--- src/rtl/rmv_pkg.sv ---
// Package: shared types for the removal-priority output scheduler.
// Assumes nothing beyond IEEE 1800-2017.
package rmv_pkg;

    // Which search produced the choice in a cycle.
    typedef enum logic [1:0] {
        SRC_NONE   = 2'd0,
        SRC_REMOVE = 2'd1,
        SRC_RR     = 2'd2
    } pick_src_e;

endpackage

--- src/rtl/rmv_rr_pick.sv ---
// Module: rmv_rr_pick
// Purely combinational search for the first set bit of req_i, starting at
// index ptr_i and wrapping from NP-1 to 0. Gives a one-hot grant, its
// binary index and a found flag.
// Assumes NP >= 2 and ptr_i < NP.
module rmv_rr_pick #(
    parameter int NP = 8,
    localparam int IW = (NP > 1) ? $clog2(NP) : 1
) (
    input  logic [NP-1:0] req_i,
    input  logic [IW-1:0] ptr_i,
    output logic [NP-1:0] gnt_o,
    output logic [IW-1:0] idx_o,
    output logic          any_o
);

    // Walk the NP positions in rotated order and keep the first hit.
    always_comb begin
        logic [IW:0] pos;
        gnt_o = '0;
        idx_o = '0;
        any_o = 1'b0;
        for (int k = 0; k < NP; k++) begin
            pos = {1'b0, ptr_i} + (IW+1)'(k);
            if (pos >= (IW+1)'(NP)) pos = pos - (IW+1)'(NP);
            if (!any_o && req_i[pos[IW-1:0]]) begin
                any_o = 1'b1;
                idx_o = pos[IW-1:0];
                gnt_o[pos[IW-1:0]] = 1'b1;
            end
        end
    end

endmodule

--- src/rtl/rmv_ptr_reg.sv ---
// Module: rmv_ptr_reg
// Holds the rotating priority pointer. On a taken choice it loads the
// position one past the winner, wrapping to 0. Otherwise it holds.
// Assumes win_idx_i < NP whenever take_i is high.
module rmv_ptr_reg #(
    parameter int NP = 8,
    localparam int IW = (NP > 1) ? $clog2(NP) : 1
) (
    input  logic          clk,
    input  logic          rst_n,
    input  logic          take_i,
    input  logic [IW-1:0] win_idx_i,
    output logic [IW-1:0] ptr_o
);

    // Pointer update: reset to 0, advance past the winner on a choice.
    always_ff @(posedge clk) begin
        if (!rst_n) begin
            ptr_o <= '0;
        end else if (take_i) begin
            if (win_idx_i == IW'(NP-1)) ptr_o <= '0;
            else                         ptr_o <= win_idx_i + IW'(1);
        end
    end

endmodule

--- src/rtl/rmv_out_sched.sv ---
// Module: rmv_out_sched (top)
// Per-output scheduler of a buffered crossbar. An occupied buffer with a
// removal request wins over plain round-robin service. Both searches share
// one pointer. The choice is registered. A one-cycle delivery notice
// follows it by one clock.
// Assumes occ_i and rmv_req_i are synchronous to clk.
module rmv_out_sched
    import rmv_pkg::*;
#(
    parameter int N_PORTS = 8,
    localparam int IW = (N_PORTS > 1) ? $clog2(N_PORTS) : 1
) (
    input  logic               clk,
    input  logic               rst_n,
    input  logic [N_PORTS-1:0] occ_i,
    input  logic [N_PORTS-1:0] rmv_req_i,
    output logic [N_PORTS-1:0] sel_o,
    output logic               sel_valid_o,
    output logic [N_PORTS-1:0] notify_o
);

    logic [IW-1:0]      ptr;
    logic [N_PORTS-1:0] honoured;
    logic [N_PORTS-1:0] gnt_rm, gnt_rr, gnt;
    logic [IW-1:0]      idx_rm, idx_rr, idx;
    logic               any_rm, any_rr;
    pick_src_e          src;

    // Keep only removal requests whose buffer actually holds a cell.
    always_comb honoured = rmv_req_i & occ_i;

    rmv_rr_pick #(.NP(N_PORTS)) i_pick_rm (
        .req_i(honoured), .ptr_i(ptr),
        .gnt_o(gnt_rm), .idx_o(idx_rm), .any_o(any_rm)
    );

    rmv_rr_pick #(.NP(N_PORTS)) i_pick_rr (
        .req_i(occ_i), .ptr_i(ptr),
        .gnt_o(gnt_rr), .idx_o(idx_rr), .any_o(any_rr)
    );

    // Choose the source: removal search first, then plain round-robin.
    always_comb begin
        if (any_rm)      src = SRC_REMOVE;
        else if (any_rr) src = SRC_RR;
        else             src = SRC_NONE;
        unique case (src)
            SRC_REMOVE: begin gnt = gnt_rm; idx = idx_rm; end
            SRC_RR:     begin gnt = gnt_rr; idx = idx_rr; end
            default:    begin gnt = '0;     idx = '0;     end
        endcase
    end

    rmv_ptr_reg #(.NP(N_PORTS)) i_ptr (
        .clk(clk), .rst_n(rst_n),
        .take_i(src != SRC_NONE), .win_idx_i(idx), .ptr_o(ptr)
    );

    // Register the choice and, one clock later, the delivery notice.
    always_ff @(posedge clk) begin
        if (!rst_n) begin
            sel_o       <= '0;
            sel_valid_o <= 1'b0;
            notify_o    <= '0;
        end else begin
            sel_o       <= gnt;
            sel_valid_o <= (src != SRC_NONE);
            notify_o    <= sel_valid_o ? sel_o : '0;
        end
    end

    // a valid choice is exactly one bit, no choice is all zero.
    a_r8_sel_onehot: assert property (@(posedge clk) disable iff (!rst_n)
        sel_valid_o ? ($countones(sel_o) == 1) : (sel_o == '0));

    // an honoured request last cycle means the winner was one of them.
    a_r2_request_wins: assert property (@(posedge clk) disable iff (!rst_n)
        (|(rmv_req_i & occ_i)) |=> (sel_valid_o && ((sel_o & $past(rmv_req_i & occ_i)) != '0)));

    // any choice names a buffer that was occupied when sampled.
    a_r3_sel_occupied: assert property (@(posedge clk) disable iff (!rst_n)
        (|occ_i) |=> (sel_valid_o && ((sel_o & $past(occ_i)) != '0)));

    // an empty column gives no choice and leaves the pointer alone.
    a_r6_idle_hold: assert property (@(posedge clk) disable iff (!rst_n)
        (occ_i == '0) |=> (!sel_valid_o && $stable(ptr)));

    // the notice repeats the previous selection for one cycle.
    a_r7_notify_follow: assert property (@(posedge clk) disable iff (!rst_n)
        sel_valid_o |=> (notify_o == $past(sel_o)));

    // no notice after a cycle without a choice.
    a_r7_notify_quiet: assert property (@(posedge clk) disable iff (!rst_n)
        !sel_valid_o |=> (notify_o == '0));

endmodule

--- config.mk ---
export PLATFORM = sky130hd
export DESIGN_NAME = rmv_out_sched
export DESIGN_NICKNAME = d
export VERILOG_FILES = /design/src/rtl/rmv_pkg.sv /design/src/rtl/rmv_rr_pick.sv /design/src/rtl/rmv_ptr_reg.sv /design/src/rtl/rmv_out_sched.sv
export SDC_FILE = /design/constraint.sdc
export NUM_CORES = 1
export LEC_CHECK = 0
export BUFFER_PORTS_ARGS = -buffer_cell sky130_fd_sc_hd__buf_2
export CAP_MARGIN = 20
export CELL_PAD_IN_SITES_DETAIL_PLACEMENT = 1
export CELL_PAD_IN_SITES_GLOBAL_PLACEMENT = 1
export CORE_MARGIN = 3
export CORE_UTILIZATION = 30
export CTS_BUF_LIST = sky130_fd_sc_hd__clkbuf_8
export DETAILED_ROUTE_END_ITERATION = 6
export PLACE_DENSITY = 0.64
export SKIP_LAST_GASP = 1
export SLEW_MARGIN = 10
export SYNTH_ARGS = -nofsm -noshare
export SYNTH_HDL_FRONTEND = slang
export SYNTH_SLANG_ARGS = --single-unit
--- constraint.sdc ---
create_clock -name clk -period 4.9 [get_ports clk]
set_input_delay 0.245 -clock clk [delete_from_list [all_inputs] [get_ports clk]]
set_output_delay 0.245 -clock clk [all_outputs]
set_load 0.02 [all_outputs]
==> flow_metrics.tcl <==
set metrics [dict create \
    netlist_top_cells_area "mux4_2, dfxtp_1, nand2_1" \
    synth.distinct_cells 72 \
    cts_hold_buf 0 \
    synth_simple_gate_area_frac 0.251 \
    clk_latency_ns 0.27 \
    synth-adder-area-share 0.0250 \
    p_int_w 0.00125 \
    cts_sinks 20 \
    design_area_mm2 0.00386 \
    synthesis.nets 457 \
    async_flop_share 0 \
    pwr_density_cell_mw_per_mm2 762 \
    nNetsFinal 475 \
    switchingPower_w 0.00169 \
    initial_utilization 0.315 \
    numPortBuffers 34 \
    track_usage 0.213 \
    clk_pin_slew_ns 0.08 \
    rsz0062_at_grt "no" \
    finalCriticalPeriod_ns 4.22 \
    yosys.area.top_type "mux4_2" \
    cts_tree "yes" \
    cp.required_ns 5.11 \
    io_pins 35 \
    synthMuxAreaShare 0.267 \
    finalCritPeriodShare 0.861 \
    setup_ws_ns 0.680 \
    wl_per_cell_um 23.7 \
    cts_resized 0 \
    postCtsSetupBuffers 0 \
    synthXorXnorAreaFrac 0.00999 \
    synth_seq_area_share 0.114 \
    drc 0 \
    synth-compound-area-share 0.278 \
    combPwrFrac 0.859 \
    end_kind "register" \
    place_ws_ns 0.747 \
    fin_setup_tns_ns 0 \
    grt_pass1_wl_um 22400 \
    stdcell_count 589 \
    dp.final_hpwl_um 10400 \
    die_w_um 114 \
    skew_ns 0.00782 \
    ys.flop_type "dfxtp_1" \
    power.leakage_nw 1.43 \
    place_area_mm2 0.00379 \
    cp-start-kind "register" \
    r2r_setup_slack_ns 0.68 \
    antenna_found_initial 0 \
    whs_ns 0.360 \
    drtIter0Drc 343 \
    worst_pin_slew_ns 1.08 \
    fmaxAchievable_ghz 0.237 \
    dieArea_mm2 0.0130 \
    post-place-cells 585 \
    routed_via_density 6.66 \
    core-area_mm2 0.0111 \
    cap_violations 0 \
    die_h_um 114 \
    cp_max_fo 11 \
    slew_headroom 0.280 \
    slew_viol_final 0 \
    area_growth_pct 10.1 \
    clockPowerShare 0.058 \
    rows 38 \
    clockRootBuffer "clkbuf_8" \
    grt_max_degree 32 \
    outcome "completed" \
    irDropWorstVdd_uv 299 \
    clockBufferDepth 2 \
    seqPwrFrac 0.084 \
    synth-seq-cells 20 \
    synth_edf_count 0 \
    hold_viol 0 \
    cts-buffers-inserted 3 \
    cp_data_arrival_time_ns 4.43 \
    final_cell_mix "nand2_1, nor2_1, buf_2, mux4_2" \
    gr-total-overflow 0 \
    grt_pass1_vias 3915 \
    criticalPathCategory "register to register" \
    n_antenna_cell 0 \
    gp_congestion 0.931 \
    drive_gt1_frac 0.216 \
    p_sw_frac 0.575 \
    first_pass_iters 5 \
    synthesis.area_mm2 0.00351 \
    hold_class "input port to register" \
    ys_warn_count 0 \
    final_common_cell "nand2_1" \
    synth_top_cell_area_share 0.161 \
    syn_inst 432 \
    vias 3920 \
    ant_nets 0 \
    avgSynthCellArea_um2 8.12 \
    synth_top_family_by_area "compound AO/OA/AOI/OAI gates" \
    setup_viol 0 \
    cts_max_level 1 \
    drt-total-wl_um 13900 \
]
==> path summary, 6_finish.rpt <==
| kind | startpoint | cells after the start | to |
|---|---|---|---|
| max | i_ptr.ptr_o[1]$_SDFFE_PN0P_ | 12 | i_ptr.ptr_o[2]$_SDFFE_PN0P_ |
| min | rst_n | 2 | sel_o[4]$_SDFF_PN0_ |
| max reg2reg | i_ptr.ptr_o[1]$_SDFFE_PN0P_ | 12 | i_ptr.ptr_o[2]$_SDFFE_PN0P_ |
| min reg2reg | sel_o[2]$_SDFF_PN0_ | 1 | notify_o[2]$_SDFF_PN0_ |
==> cell usage after synthesis, drive strengths merged, types with 4 or more instances <==
cell type and n:
o21a 4, a21boi 7, o22ai 20, o211ai 6
o221a 5, dfxtp 20, mux2i 22, o221ai 11
o22a 4, clkbuf 22, nand2b 6, a32oi 6
and3 11, o2bb2ai 4, nor2b 4, mux4 28
ha 7, nor2 38, a211oi 5, nand2 54
buf 13, and2 13, nand3 18, o21ai 16
nor4 4, inv 6, mux2 4, a21oi 14
nor3 11
==> final cells by class <==
type,instances,area (um^2)
multi-input cells,370,2910
clock buffers,3,41.3
inverters,7,26.3
fillers,1362,7260
repair buffers,48,275
flip-flops and latches,20,402
clock inverters,1,30.0
well taps,140,175
==> kinds of logic (layout without fill, tap and decap cells) <==
family / after synthesis / after routing
AO/OA/AOI/OAI: 130 / 130
XOR/XNOR: 4 / 4
adder cells (fa/ha/maj): 7 / 7
buffers and inverters: 42 / 59
flip-flops: 20 / 20
multiplexers: 54 / 54
AND/OR/NAND/NOR: 175 / 175
==> registers in the layout, indices dropped and copies added, names as in the netlist <==
signal / count
sel_o: 8
sel_valid_o: 1
notify_o: 8
i_ptr.ptr_o: 3
==> critical path, cell delays in order, from the launching register on <==
cell and delay (ns):
dfxtp_1 0.35, inv_2 0.15, ha_1 0.66, mux4_2 0.59, mux2i_4 0.30, nand3_2 0.23, or4_1 0.65, a41oi_1 0.26
o221a_2 0.23, ha_1 0.19, nand2_1 0.06, or4_1 0.41, nand3_1 0.08
==> metrics by stage <==
stage / util / total power (W)
global route: 0.347 / 0.00316
finish: 0.347 / 0.00294
detailed placement: 0.341 / 0.00272
global placement: 0.341 / 0.00269
floorplan: - / 0.00207
CTS: 0.347 / 0.00290
==> metal layers <==
metal	global-route usage	share of wire	vias to the layer above	wire length [um]
li1	-	-	1743	-
met1	0.308	0.44	1954	6140
met2	0.331	0.46	189	6370
met3	0.0275	0.076	34	1060
met4	0.0657	0.026	0	364
met5	0	0	-	0
==> power groups by stage <==
stage | combinational [W] | clock, W | sequential, W
floorplan | 0.00180 | 0 | 0.000272
global placement | 0.00244 | 0 | 0.000249
detailed placement | 0.00247 | 0 | 0.000251
CTS | 0.00248 | 0.000171 | 0.000247
global route | 0.00273 | 0.000176 | 0.000256
finish | 0.00253 | 0.000170 | 0.000246
Note: power is estimated with default switching activity, not from simulation.
